==> config.mk <==
export PLATFORM = sky130hd
export DESIGN_NAME = seep_ctrl
export DESIGN_NICKNAME = d
export VERILOG_FILES = /design/src/rtl/seep_pkg.sv /design/src/rtl/seep_phase_timer.sv /design/src/rtl/seep_bit_engine.sv /design/src/rtl/seep_seq.sv /design/src/rtl/seep_ctrl.sv
export SDC_FILE = /design/constraint.sdc
export NUM_CORES = 1
export LEC_CHECK = 0
export ABC_AREA = 1
export CORE_MARGIN = 4
export CORE_UTILIZATION = 62
export DETAILED_ROUTE_END_ITERATION = 12
export GPL_TIMING_DRIVEN = 1
export PLACE_DENSITY = 0.81
export RECOVER_POWER = 25
export SLEW_MARGIN = 10
export SYNTH_ARGS = -nofsm -noshare
export SYNTH_HDL_FRONTEND = slang
export SYNTH_SLANG_ARGS = --single-unit
==> constraint.sdc <==
create_clock -name clk -period 3.5 [get_ports clk]
set_input_delay 1.05 -clock clk [delete_from_list [all_inputs] [get_ports clk]]
set_output_delay 1.05 -clock clk [all_outputs]
set_load 0.02 [all_outputs]
==> src/rtl/seep_pkg.sv <==
package seep_pkg;
    localparam int ADDR_W = 8;
    localparam int DATA_W = 16;
    localparam int OPC_W  = 2;
    localparam int HDR_W  = 1 + OPC_W + ADDR_W;
    localparam int FRM_W  = HDR_W + DATA_W;
    localparam int CNT_W  = $clog2(FRM_W + 1);

    typedef enum logic [2:0] {CMD_READ, CMD_WREN, CMD_ERASE, CMD_PROG, CMD_WRDIS} cmd_e;
    typedef enum logic [1:0] {SEG_SHIFT, SEG_RECV, SEG_DESEL, SEG_POLL} seg_e;
    typedef enum logic [1:0] {ENG_NONE, ENG_OUT, ENG_IN} eng_e;

    typedef struct packed {
        logic [FRM_W-1:0] bits;
        logic [CNT_W-1:0] len;
    } frame_t;

    function automatic frame_t make_frame(cmd_e c, logic [ADDR_W-1:0] a, logic [DATA_W-1:0] d);
        frame_t f;
        f.len = CNT_W'(HDR_W);
        case (c)
            CMD_READ:  f.bits = {1'b1, 2'b10, a, {DATA_W{1'b0}}};
            CMD_WREN:  f.bits = {1'b1, 2'b00, {ADDR_W{1'b1}}, {DATA_W{1'b0}}};
            CMD_ERASE: f.bits = {1'b1, 2'b11, a, {DATA_W{1'b0}}};
            CMD_PROG: begin
                f.bits = {1'b1, 2'b01, a, d};
                f.len  = CNT_W'(FRM_W);
            end
            default:   f.bits = {1'b1, 2'b00, {ADDR_W{1'b0}}, {DATA_W{1'b0}}};
        endcase
        return f;
    endfunction

    function automatic cmd_e first_cmd(logic [1:0] op);
        case (op)
            2'b00:   return CMD_READ;
            2'b01:   return CMD_WREN;
            default: return CMD_WRDIS;
        endcase
    endfunction

    function automatic cmd_e cmd_after(cmd_e c);
        case (c)
            CMD_WREN:  return CMD_ERASE;
            CMD_ERASE: return CMD_PROG;
            default:   return CMD_WRDIS;
        endcase
    endfunction

    function automatic logic cmd_last(cmd_e c);
        return (c == CMD_READ) || (c == CMD_WRDIS);
    endfunction

    function automatic logic cmd_polls(cmd_e c);
        return (c == CMD_ERASE) || (c == CMD_PROG);
    endfunction
endpackage

==> src/rtl/seep_phase_timer.sv <==
module seep_phase_timer #(
    parameter int PHASE_CYC = 4
) (
    input  logic clk,
    input  logic rst,
    input  logic clear,
    input  logic run,
    output logic tick
);
    localparam int PW = (PHASE_CYC > 1) ? $clog2(PHASE_CYC) : 1;

    logic [PW-1:0] cnt_q;

    assign tick = run && (cnt_q == PW'(PHASE_CYC - 1));

    always_ff @(posedge clk) begin
        if (rst || clear)
            cnt_q <= '0;
        else if (run)
            cnt_q <= tick ? '0 : cnt_q + PW'(1);
    end
endmodule

==> src/rtl/seep_bit_engine.sv <==
module seep_bit_engine
    import seep_pkg::*;
(
    input  logic                clk,
    input  logic                rst,
    input  logic                load,
    input  eng_e                load_mode,
    input  frame_t              load_frame,
    input  logic                step,
    input  logic                di,
    output logic                sk,
    output logic                dout,
    output logic                fin,
    output logic [DATA_W-1:0]   rx
);
    eng_e              mode_q;
    logic [FRM_W-1:0]  sr_q;
    logic [CNT_W-1:0]  left_q;
    logic [1:0]        sub_q;
    logic              sk_q, do_q;
    logic [DATA_W-1:0] rx_q;

    always_comb begin
        case (mode_q)
            ENG_OUT: fin = (left_q == CNT_W'(1)) && (sub_q == 2'd2);
            ENG_IN:  fin = (left_q == CNT_W'(1)) && (sub_q == 2'd1);
            default: fin = 1'b1;
        endcase
    end

    always_ff @(posedge clk) begin
        if (rst) begin
            mode_q <= ENG_NONE;
            sr_q   <= '0;
            left_q <= '0;
            sub_q  <= '0;
            sk_q   <= 1'b0;
            do_q   <= 1'b0;
            rx_q   <= '0;
        end else if (load) begin
            mode_q <= load_mode;
            sr_q   <= load_frame.bits;
            left_q <= load_frame.len;
            sub_q  <= '0;
            sk_q   <= (load_mode == ENG_IN);
            do_q   <= (load_mode == ENG_OUT) && load_frame.bits[FRM_W-1];
            if (load_mode == ENG_IN)
                rx_q <= '0;
        end else if (step) begin
            case (mode_q)
                ENG_OUT: begin
                    case (sub_q)
                        2'd0: begin sk_q <= 1'b1; sub_q <= 2'd1; end
                        2'd1: begin sk_q <= 1'b0; sub_q <= 2'd2; end
                        default: begin
                            sub_q  <= 2'd0;
                            left_q <= left_q - CNT_W'(1);
                            sr_q   <= sr_q << 1;
                            do_q   <= sr_q[FRM_W-2];
                        end
                    endcase
                end
                ENG_IN: begin
                    if (sub_q == 2'd0) begin
                        rx_q  <= {rx_q[DATA_W-2:0], di};
                        sk_q  <= 1'b0;
                        sub_q <= 2'd1;
                    end else begin
                        sub_q  <= 2'd0;
                        left_q <= left_q - CNT_W'(1);
                        sk_q   <= 1'b1;
                    end
                end
                default: ;
            endcase
        end
    end

    assign sk   = sk_q;
    assign dout = do_q;
    assign rx   = rx_q;
endmodule

==> src/rtl/seep_seq.sv <==
module seep_seq
    import seep_pkg::*;
#(
    parameter int POLL_LIMIT = 4096
) (
    input  logic              clk,
    input  logic              rst,
    input  logic              req,
    input  logic [1:0]        op,
    input  logic [ADDR_W-1:0] addr,
    input  logic [DATA_W-1:0] wdata,
    input  logic              tick,
    input  logic              eng_fin,
    input  logic              di,
    input  logic [DATA_W-1:0] eng_rx,
    output logic              ack,
    output logic              busy,
    output logic              done,
    output logic              err,
    output logic [DATA_W-1:0] rdata,
    output logic              cs,
    output logic              eng_load,
    output eng_e              eng_mode,
    output frame_t            eng_frame,
    output logic              tmr_clear
);
    localparam int PCW = $clog2(POLL_LIMIT + 1);

    cmd_e              cmd_q, nxt_cmd;
    seg_e              seg_q, nxt_seg;
    logic [ADDR_W-1:0] addr_q;
    logic [DATA_W-1:0] wdata_q;
    logic [PCW-1:0]    pcnt_q;
    logic              polled_q, fail_q;
    logic              ack_q, busy_q, done_q, err_q, cs_q;
    logic [DATA_W-1:0] rdata_q;
    logic              accept, adv, finish, ready, timeout;

    assign accept = req && !busy_q;
    assign adv    = busy_q && tick && eng_fin;

    always_comb begin
        nxt_seg = seg_q;
        nxt_cmd = cmd_q;
        finish  = 1'b0;
        ready   = 1'b0;
        timeout = 1'b0;
        if (accept) begin
            nxt_seg = SEG_SHIFT;
            nxt_cmd = first_cmd(op);
        end else if (adv) begin
            case (seg_q)
                SEG_SHIFT: nxt_seg = (cmd_q == CMD_READ) ? SEG_RECV : SEG_DESEL;
                SEG_RECV:  nxt_seg = SEG_DESEL;
                SEG_POLL: begin
                    if (di) begin
                        ready   = 1'b1;
                        nxt_seg = SEG_DESEL;
                    end else if (pcnt_q == PCW'(POLL_LIMIT - 1)) begin
                        timeout = 1'b1;
                        nxt_seg = SEG_DESEL;
                    end
                end
                default: begin
                    if (fail_q || cmd_last(cmd_q))
                        finish = 1'b1;
                    else if (cmd_polls(cmd_q) && !polled_q)
                        nxt_seg = SEG_POLL;
                    else begin
                        nxt_seg = SEG_SHIFT;
                        nxt_cmd = cmd_after(cmd_q);
                    end
                end
            endcase
        end
    end

    always_comb begin
        eng_load  = accept || adv;
        tmr_clear = accept;
        eng_frame = make_frame(nxt_cmd, accept ? addr : addr_q, accept ? wdata : wdata_q);
        if (finish)
            eng_mode = ENG_NONE;
        else if (nxt_seg == SEG_SHIFT)
            eng_mode = ENG_OUT;
        else if (nxt_seg == SEG_RECV) begin
            eng_mode       = ENG_IN;
            eng_frame.bits = '0;
            eng_frame.len  = CNT_W'(DATA_W);
        end else
            eng_mode = ENG_NONE;
    end

    always_ff @(posedge clk) begin
        if (rst) begin
            cmd_q    <= CMD_READ;
            seg_q    <= SEG_DESEL;
            addr_q   <= '0;
            wdata_q  <= '0;
            pcnt_q   <= '0;
            polled_q <= 1'b0;
            fail_q   <= 1'b0;
            ack_q    <= 1'b0;
            busy_q   <= 1'b0;
            done_q   <= 1'b0;
            err_q    <= 1'b0;
            cs_q     <= 1'b0;
            rdata_q  <= '0;
        end else begin
            ack_q  <= accept;
            done_q <= 1'b0;
            if (accept) begin
                busy_q   <= 1'b1;
                cmd_q    <= nxt_cmd;
                seg_q    <= SEG_SHIFT;
                cs_q     <= 1'b1;
                addr_q   <= addr;
                wdata_q  <= wdata;
                pcnt_q   <= '0;
                polled_q <= 1'b0;
                fail_q   <= 1'b0;
            end else if (adv) begin
                if (finish) begin
                    busy_q <= 1'b0;
                    done_q <= 1'b1;
                    cs_q   <= 1'b0;
                    err_q  <= fail_q;
                    if (cmd_q == CMD_READ)
                        rdata_q <= eng_rx;
                end else begin
                    seg_q  <= nxt_seg;
                    cmd_q  <= nxt_cmd;
                    cs_q   <= (nxt_seg != SEG_DESEL);
                    pcnt_q <= (seg_q == SEG_POLL) ? pcnt_q + PCW'(1) : '0;
                    if (ready)
                        polled_q <= 1'b1;
                    if (timeout)
                        fail_q <= 1'b1;
                    if (seg_q == SEG_DESEL && nxt_seg == SEG_SHIFT)
                        polled_q <= 1'b0;
                end
            end
        end
    end

    assign ack   = ack_q;
    assign busy  = busy_q;
    assign done  = done_q;
    assign err   = err_q;
    assign rdata = rdata_q;
    assign cs    = cs_q;
endmodule

==> src/rtl/seep_ctrl.sv <==
module seep_ctrl
    import seep_pkg::*;
#(
    parameter int PHASE_CYC  = 4,
    parameter int POLL_LIMIT = 4096
) (
    input  logic              clk,
    input  logic              rst,
    input  logic              req,
    input  logic [1:0]        op,
    input  logic [ADDR_W-1:0] addr,
    input  logic [DATA_W-1:0] wdata,
    output logic              ack,
    output logic              busy,
    output logic              done,
    output logic              err,
    output logic [DATA_W-1:0] rdata,
    output logic              ee_cs,
    output logic              ee_sk,
    output logic              ee_do,
    input  logic              ee_di
);
    logic              tick, tmr_clear, eng_load, eng_fin;
    eng_e              eng_mode;
    frame_t            eng_frame;
    logic [DATA_W-1:0] eng_rx;

    seep_phase_timer #(.PHASE_CYC(PHASE_CYC)) u_timer (
        .clk   (clk),
        .rst   (rst),
        .clear (tmr_clear),
        .run   (busy),
        .tick  (tick)
    );

    seep_bit_engine u_engine (
        .clk        (clk),
        .rst        (rst),
        .load       (eng_load),
        .load_mode  (eng_mode),
        .load_frame (eng_frame),
        .step       (tick),
        .di         (ee_di),
        .sk         (ee_sk),
        .dout       (ee_do),
        .fin        (eng_fin),
        .rx         (eng_rx)
    );

    seep_seq #(.POLL_LIMIT(POLL_LIMIT)) u_seq (
        .clk       (clk),
        .rst       (rst),
        .req       (req),
        .op        (op),
        .addr      (addr),
        .wdata     (wdata),
        .tick      (tick),
        .eng_fin   (eng_fin),
        .di        (ee_di),
        .eng_rx    (eng_rx),
        .ack       (ack),
        .busy      (busy),
        .done      (done),
        .err       (err),
        .rdata     (rdata),
        .cs        (ee_cs),
        .eng_load  (eng_load),
        .eng_mode  (eng_mode),
        .eng_frame (eng_frame),
        .tmr_clear (tmr_clear)
    );
endmodule

Word-level counts from Yosys, hierarchy flattened
Index checks and enable logic that the tools add are counted.
{"block": "op_classes", "n_addsub": 3, "mux": 82, "n_eq_ne": 28, "bitwise": 3, "n_reduce_logical": 48}
{"cell": "2-to-1 mux 26 bit", "count": 4}
{"cell": "case mux 26 bit (4 select lines)", "count": 1}
{"cell": "2-to-1 mux 16 bit", "count": 6}
{"cell": "2-to-1 mux 32 bit", "count": 3}
{"cell": "2-to-1 mux 1 bit", "count": 30}
{"cell": "2-to-1 mux 2 bit", "count": 14}
{"cell": "2-to-1 mux 5 bit", "count": 5}
{"cell": "2-to-1 mux 3 bit", "count": 8}
{"cell": "nonzero test 2 bit", "count": 8}
{"cell": "AND reduction 3 bit", "count": 5}
{"cell": "adder 13 x 1 -> 13 bit (second input constant)", "count": 1}
{"cell": "== test 13 x 12 -> 1 bit (second input constant)", "count": 1}
{"cell": "2-to-1 mux 13 bit", "count": 1}
{"cell": "== test 2 x 1 -> 1 bit (second input constant)", "count": 6}
{"cell": "== test 2 bit (second input constant)", "count": 6}
{"cell": "== test 3 x 2 -> 1 bit (second input constant)", "count": 4}
{"cell": "case mux 3 bit (2 select lines)", "count": 2}
{"cell": "AND reduction 4 bit", "count": 3}
{"cell": "case mux 5 bit (2 select lines)", "count": 1}
{"cell": "logical AND 1 bit", "count": 9}
{"cell": "logical NOT 2 bit", "count": 4}
{"cell": "2-to-1 mux 8 bit", "count": 1}
{"cell": "case mux 2 bit (2 select lines)", "count": 2}
{"cell": "AND reduction 2 bit", "count": 4}
{"cell": "other kinds (18)", "count": 35}
{"block": "word_totals", "wordCells": 186, "register_bits": 120, "out_inout_bits": 23, "input_bits": 30}

Depth between registers and ports, before layout
Gate-level depths: netlist (run 1).
{"block": "logic_depth", "ltp_word": 15, "mapped_depth": 16, "mapped_depth_nobuf": 16}

By module
A second synthesis (run 1) with hierarchy kept.
{"block": "hier_totals", "cells_unflattened": 805, "hier_area_um2": 5808.1}
{"module": "seep_seq", "area_per_inst_um2": 3141.8, "instances": 1, "cells_each": 433, "seq_area_each_um2": 1301.2}
{"module": "seep_bit_engine", "area_per_inst_um2": 2561.2, "instances": 1, "cells_each": 356, "seq_area_each_um2": 1061.0}
{"module": "seep_phase_timer", "area_per_inst_um2": 105.1, "instances": 1, "cells_each": 16, "seq_area_each_um2": 40.0}

Least setup slack after synthesis (run 1)
No wires, ideal clock.
{"block": "synth_path", "kind": "input port to flip-flop", "startpoint": "in rst", "endpoint": "reg u_engine.rx_q[15], in the netlist u_engine.rx[15]", "path_buffers": 2, "cell_stages": 5, "required_ns": 3.434, "arrival_time_ns": 2.095, "path_slack_ns": 1.339, "path_cell_list": "clkbuf_1 > nor2_2 > clkbuf_1 > nand3_1 > a21oi_2"}
{"item": "from (decl)", "line": "seep_ctrl.sv:8", "rtl": "input logic rst,"}
{"item": "to (signal assigned)", "line": "seep_bit_engine.sv:65", "rtl": "rx_q <= {rx_q[DATA_W-2:0], di};"}
{"item": "to (decl)", "line": "seep_bit_engine.sv:21", "rtl": "logic [DATA_W-1:0] rx_q;"}

Final worst setup path (run 1)
{"block": "layout_path", "startpoint": "in req", "endpoint": "reg u_engine.rx_q[10], in the netlist u_engine.rx[10]"}
{"block": "layout_between", "elab_chain_cells": 9, "word_cells_on_any_way": 16, "classes_between": "eq/ne (3); mux (6); reduce/logical (7)"}
{"item": "from (decl)", "line": "seep_ctrl.sv:9", "rtl": "input logic req,"}
{"item": "logical AND 1 bit (*)", "line": "seep_seq.sv:39", "rtl": "assign accept = req && !busy_q;"}
{"item": "2-to-1 mux 2 bit", "line": "seep_seq.sv:48", "rtl": "if (accept) begin"}
{"item": "== test 2 x 1 -> 1 bit", "line": "seep_seq.sv:86", "rtl": "else if (nxt_seg == SEG_RECV) begin"}
{"item": "2-to-1 mux 2 bit", "line": "seep_seq.sv:86"}
{"item": "2-to-1 mux 2 bit", "line": "seep_seq.sv:84", "rtl": "else if (nxt_seg == SEG_SHIFT)"}
{"item": "2-to-1 mux 2 bit", "line": "seep_seq.sv:82", "rtl": "if (finish)"}
{"item": "== test 2 bit", "line": "seep_bit_engine.sv:47", "rtl": "if (load_mode == ENG_IN)"}
{"item": "inequality test 2 x 1 -> 1 bit (no source line)"}
{"item": "AND reduction 4 bit (no source line)"}
Mark *: on every way between the ends. The rest lies on a longest branch, timed or not.
A chain may end at the register's enable or synchronous reset.

==> results.ini, run 1 <==
[run_status]
status=finished clean

[clock_network]
cts_setup_buffers=0
hold_buffers=0
root_buffer=clkbuf_8
cts_resized=0
cts_buffers=17
clk_pin_slew_ns=0.06
htree_levels=4
cts_tree=built
cts_max_path_buffers=2
clkLatencyLatePin_ns=0.51
cts.sinks=120

[logic_synthesis]
synth_area_sq_um=5590
syn-instance-count=693
ys_types=43
yosysMostFrequentCell=dfxtp_1
synthXorXnorAreaFrac_pct=0.940
yosysTopAreaCellShare_pct=43.0
synth_edf_count=0
async_flop_share_pct=0
synth_warnings=0
synthSimpleGateAreaFrac_pct=24.5
synth_area_leaders=dfxtp_1 (43%), a21oi_1 (8.6%), nand2_1 (5.8%)
ys.flop_type=dfxtp_1
yosysTopAreaCell=dfxtp_1
synth_top_family_by_area=simple AND/OR/NAND/NOR gates
synth_nets=729
synthAdderAreaFrac_pct=1.34
ys_seq_area_share_pct=43.0
muxShareOfSynthArea_pct=4.30
ys_ff_latch=120
synth_compound_area_share_pct=18.3
yosys-top-cells-count=dfxtp_1 (120), a21oi_1 (96), nand2_1 (87), nor2_1 (65), o21ai_0 (55)
synth.avg_cell_area_sq_um=8.07

[setup_path]
cp.required_ns=3.88
cp_slowest_cell=clkdlybuf4s50_1
slowest_delay_ns=0.42
reg2reg_depth=9
critPathKind=in -> reg
r2r-end=u_engine.rx[10]
path_buf_inv=3
worstPathCellList=clkdlybuf4s50_1 > nand2_1 > inv_1 > nor2_8 > inv_2 > nand2_4 > nand2_4 > nand2_4 > a21oi_1
critical_path.max_fanout=18
cpMostUsedCell=nand2_4
r2r-start=u_seq.busy
path_delay_family=simple AND/OR/NAND/NOR gates
crit_arrival_ns=3.26
ff2ff_setup_slack_ns=1.10
crit_path_start_kind=input pin
cp-end-kind=flop

[detailed_routing]
wl_microns=12300
via_count=4827
postRouteAntennaNets=0
routed_via_density=5.60
drtIter0Drc=189
firstDrtPassIters=5
drt-wirelength-per-cell_microns=14.3
drc_errors=0

[cells_and_area]
drive_above_1_share_pct=14.5
design_area_sq_um=6770
nets=778
antenna_cells=0
syn_to_final_growth_pct=21.0

[min_path]
whs_endpoint=u_seq.rdata[7]
hold_depth=2
hold_start=u_seq.rdata[7]
hp-class=reg -> reg

[pwr]
p_leak_nw=2.73
power_w=0.00370
peakVddDrop_v=0.000577
powerDensity_nw_per_um2=547

[global_route]
grt_usage_pct=24.9
antenna_found_initial=0
grt_pass1_vias=4631
grt_overflow_total=0
grt_pass1_wl_microns=21000
grt_max_degree=33

[placed_design]
dp_slack_ns=0.511
io_buffer_count=52
placed_area_sq_um=6140
gp_congestion=0.905
dp_hpwl_microns=8170

[sta]
period_share_pct=82.1
worst_slack_ns=0.626
max_slew_margin_pct=39.4
timing.fmax_mhz=348
setup_violations=0
rsz0062_at_grt=no
finalSetupTns_ns=0
finalClockSkew_ns=0.0154
worstMarginPinSlew_ns=0.909
slew_violations=0
final.min_clock_period_ns=2.87
hold_violations=0

[die]
num_rows=34
die_h_microns=103
ios=53
fp.dieW_microns=103
die_area_sq_um=10600
start_util_pct=63.8
core_area_sq_um=8760

[flow_run]
maxCapViolations=0

tightest hold or removal path, cell delays in order (launching register included):
cell and delay, ns:
dfxtp_1 0.30, inv_1 0.05, a21oi_1 0.05
kinds of logic (layout without fill, tap and decap cells):
family	after synthesis	after routing
AO/OA/AOI/OAI	182	182
XOR/XNOR	6	6
adder cells (fa/ha/maj)	6	6
buffers and inverters	96	157
flip-flops	120	120
multiplexers	24	24
AND/OR/NAND/NOR	259	259
stage by stage:
| stage | util (%) | std cells | hold slack, ns |
|---|---|---|---|
| 5_1_grt | 77.2 | 862 | 0.463 |
| 4_1_cts | 77.4 | 862 | 0.444 |
| 2_1_floorplan | - | 693 | 0.444 |
| 3_5_place_dp | 70.1 | 831 | 0.433 |
| 6_report | 77.2 | 862 | 0.438 |
| 3_3_place_gp | 70.1 | 831 | 0.429 |
how the worst max path moves through the flow:
| stage | start | endpoint | cells past startpoint |
|---|---|---|---|
| 2_1_floorplan | rst | u_engine.rx[15] | 5 |
| 3_3_place_gp | req | u_engine.left_q[0] | 8 |
| 3_5_place_dp | req | u_engine.left_q[3] | 8 |
| 4_1_cts | u_seq.busy | busy | 1 |
| 5_1_grt | req | u_engine.sr_q[2] | 10 |
| 6_report | req | u_engine.rx[10] | 9 |
registers in the layout, indices dropped and copies added, names as in the netlist, 3 cells and up:
signal,cells
u_seq.rdata,16
u_seq.pcnt_q,13
u_engine.sr_q,26
u_seq.cmd_q,3
u_engine.left_q,5
u_seq.addr_q,8
u_engine.rx,16
u_seq.wdata_q,16
cells in the final DEF (no fill, tap or decap), types with 2 or more instances in the layout:
cell / n
clkinv_2: 2
nand3b_2: 8
buf_4: 7
nor2_1: 66
dfxtp_1: 120
nor2_4: 6
xor2_1: 6
inv_1: 52
mux2i_1: 24
bufinv_16: 5
nand3_1: 39
clkdlybuf4s50_1: 51
nand4_1: 6
nand3_2: 5
o21ai_2: 2
a21oi_1: 96
nor3b_1: 4
nor2_8: 3
nand2_4: 4
o21bai_1: 2
nand2_2: 6
o21ai_0: 55
nor2_2: 2
ha_1: 6
a211oi_1: 2
nand2_1: 88
nor3_1: 8
nand3b_1: 8
inv_2: 11
clkbuf_16: 16
nor4_1: 3
a21oi_2: 18
clkinv_4: 3
a31oi_1: 2
clkbuf_1: 2
clkbuf_8: 3
inv_6: 2
where the power goes:
part	total, W	leakage, nW	internal [W]	switching, W
Clock	0.00188	0.315	0.00126	0.000611
Combinational	0.000359	1.43	0.000140	0.000219
Sequential	0.00147	0.981	0.00143	0.0000359
area by class of cell:
cell class                 instances  area [sq um]
sequential                       120          2400
tap                              108           135
clock inverter                    11           195
inverter                          65           251
timing repair buffer              61           582
multi-input combinational        477          2750
fill                             630          2000
clock buffer                      20           445
metal layers:
layer / global-route usage (%) / vias up / wire length [microns]
met2: 43.0 / 138 / 6210
met1: 28.9 / 2236 / 5260
met4: 10.1 / 0 / 293
met5: 0 / - / 0
met3: 7.10 / 29 / 567
li1: - / 2424 / -
(Power assumes the default switching activity.)
==> run 2, diff against run 1 <==
CORE_UTILIZATION = 52   (was 62)
PLACE_DENSITY = 0.72   (was 0.81)
clock period = 2.4 ns   (was 3.5 ns; I/O delays follow)
==> results.ini, run 2 (synthesis results as in run 1) <==
[sta]
max_slew_margin_pct=20.0  ; -19 points
timing.hold.ws_ns=0.441  ; +0.00224 ns
hold_violations=0  ; unchanged
finalClockSkew_ns=0.00819  ; -0.00719 ns
setup_violations=0  ; unchanged
timing.fmax_mhz=452
period_share_pct=92.2
worstMarginPinSlew_ns=1.20  ; +0.292 ns
final.min_clock_period_ns=2.21
slew_violations=0  ; unchanged
rsz0062_at_grt=no

[min_path]
whs_endpoint=u_seq.rdata[10]
hold_depth=2  ; unchanged
hp-class=reg -> reg
hold_start=u_seq.rdata[10]

[setup_path]
cpMostUsedCell=nand2_8
crit_arrival_ns=2.61  ; -0.65 ns
critPathKind=reg -> reg
worstPathCellList=inv_1 > ha_1 > inv_1 > nand3_1 > nand2_1 > nand2_2 > nand2_4 > nand2_8 > nand2_1 > nand4_2 > nand2_8 > nand2_4 > nand2_8 > a21oi_1
reg2reg_depth=14  ; +5
crit_path_start_kind=flop
critical_path.max_fanout=19  ; +1
cp-end-kind=flop
cp_slowest_cell=dfxtp_1
r2r-end=u_engine.rx[10]
ff2ff_setup_slack_ns=0.19  ; -0.91 ns
slowest_delay_ns=0.34  ; -0.08 ns
cp.required_ns=2.80  ; -1.08 ns
path_delay_family=simple AND/OR/NAND/NOR gates
path_buf_inv=2  ; -1
r2r-start=u_engine.mode_q[0]

[die]
fp.dieW_microns=112  ; +8.5%
num_rows=37  ; +8.8%
core_area_sq_um=10400  ; +19%
die_area_sq_um=12500  ; +18%
ios=53  ; unchanged
start_util_pct=53.7  ; -10 points
die_h_microns=112  ; +8.5%

[cells_and_area]
n_fill_cell=873  ; +39%
syn_to_final_growth_pct=24.7
final_cell_mix=dfxtp_1 (120), a21oi_1 (96), nand2_1 (87)
layout.cells.non_filler=904  ; +4.9%
drive_above_1_share_pct=16.1  ; +1.7 points
largest_reg_flops=26  ; unchanged
layout_commonest_cell=dfxtp_1
regMostFlops=u_engine.sr_q
antenna_cells=0  ; unchanged
nets=793  ; +1.9%

[clock_network]
hold_buffers=0  ; unchanged
clkLatencyLatePin_ns=0.52  ; about the same
cts.sinks=120  ; unchanged
htree_levels=4  ; unchanged
clk_pin_slew_ns=0.05  ; about the same
cts_tree=built
cts_buffers=17  ; unchanged
root_buffer=clkbuf_8
cts_max_path_buffers=2  ; unchanged

[placed_design]
dp_hpwl_microns=8130  ; -0.54%
gp_congestion=0.843  ; -6.9%
dp_cells=870  ; +4.7%
io_buffer_count=52  ; unchanged

[pwr]
seqPwrFrac_pct=41.0  ; +1.4 points
p_leak_nw=2.82  ; +3.3%
p_int_w=0.00400  ; +41%
p_sw_w=0.00122  ; +41%
pwr-share-comb_pct=10.7  ; +1.0 points
swShare_pct=23.4  ; +0.031 points
powerDensity_nw_per_um2=749  ; +37%
clock_power_share_pct=48.3  ; -2.4 points
power_w=0.00522  ; +41%
peakVddDrop_v=0.000548  ; -5.0%

[global_route]
grt_pass1_wl_microns=20000  ; -4.6%
grt_max_degree=37  ; +12%
grt_overflow_total=0  ; unchanged
grt_pass1_vias=4496  ; -2.9%
antenna_found_initial=0  ; unchanged
grt_usage_pct=19.2  ; -5.6 points

[detailed_routing]
top_layer_used=met4
wl_microns=12000  ; -3.0%
wl_met2_microns=5970  ; -3.9%
wl_met1_microns=5350  ; +1.7%
via_count=4751  ; -1.6%
drtIter0Drc=302  ; +60%
firstDrtPassIters=5  ; unchanged
drt-wirelength-per-cell_microns=13.2  ; -7.5%
drc_errors=0  ; unchanged
wl_met3_microns=524  ; -7.6%
postRouteAntennaNets=0  ; unchanged
routed_via_density=5.26  ; -6.1%

[run_status]
status=finished clean

[flow_run]
maxCapViolations=0  ; unchanged

[run 2: changes by cell type in the layout (fill, tap and decap cells not counted), moves of 2 or more]
cell        delta
buf_12         +6
clkinvlp_4     +2
clkbuf_8       +2
buf_4          +9
nand2_8        +2
bufinv_16      -2
clkinv_4       -3
[run 2: cell type report]
type | count | area [sq um] | area share (%)
multi-input cells | 478 | 2790 | 39.9
flip-flops and latches | 120 | 2400 | 34.5
repair buffers | 75 | 767 | 11.0
clock buffers | 22 | 473 | 6.78
inverters | 65 | 254 | 3.64
well taps | 136 | 170 | 2.44
clock inverters | 8 | 120 | 1.72
[run 2: metal layers]
| metal | vias up | global-route usage [%] |
|---|---|---|
| met5 | - | 0 |
| met4 | 0 | 6.33 |
| met3 | 13 | 5.27 |
| met2 | 96 | 33.3 |
| met1 | 2188 | 23.1 |
| li1 | 2454 | - |
[run 2: tightest hold or removal path: cells and delay by family (launching register included)]
kind / cells / cell delay [ns]
compound gates: 1 / 0.05
flops: 1 / 0.30
buf+inv: 1 / 0.04
[run 2: what timing repair did]
| action | CTS | global route |
|---|---|---|
| setup endpoints to repair | 0 | 41 |
| buffers inserted | 0 | 3 |
| hold endpoints to repair | 0 | 0 |
| gates resized for setup | 0 | 5 |
[run 2: per-stage QoR]
| step | instance area [sq um] | TNS, ns | util (%) | worst slack (ns) |
|---|---|---|---|---|
| 6_report | 6970 | 0 | 66.9 | 0.186 |
| 3_5_place_dp | 6320 | -0.633 | 60.7 | -0.0597 |
| 2_1_floorplan | 5590 | 0 | - | 0.499 |
| 4_1_cts | 6910 | 0 | 66.4 | 0.0360 |
| 5_1_grt | 6970 | 0 | 66.9 | 0.000141 |
| 3_3_place_gp | 6320 | -0.0494 | 60.7 | -0.0130 |
[run 2: how the worst max path moves through the flow]
stage,from,endpoint,slack (ns),depth (start not counted)
detailed placement,req,u_engine.rx[10],-0.06,9
finish,u_engine.mode_q[0],u_engine.rx[10],0.19,14
CTS,u_seq.busy,busy,0.04,1
floorplan,u_engine.mode_q[0],u_engine.sr_q[10],0.50,15
global route,u_engine.mode_q[0],u_engine.rx[10],0.0001,14
global placement,req,u_engine.rx[12],-0.01,9
[run 2: power groups by stage]
stage,sequential (W),combinational [W],clock (W)
floorplan,0.00217,0.000384,0
global placement,0.00218,0.000531,0
detailed placement,0.00218,0.000544,0
CTS,0.00214,0.000548,0.00256
global route,0.00215,0.000624,0.00266
finish,0.00214,0.000561,0.00252
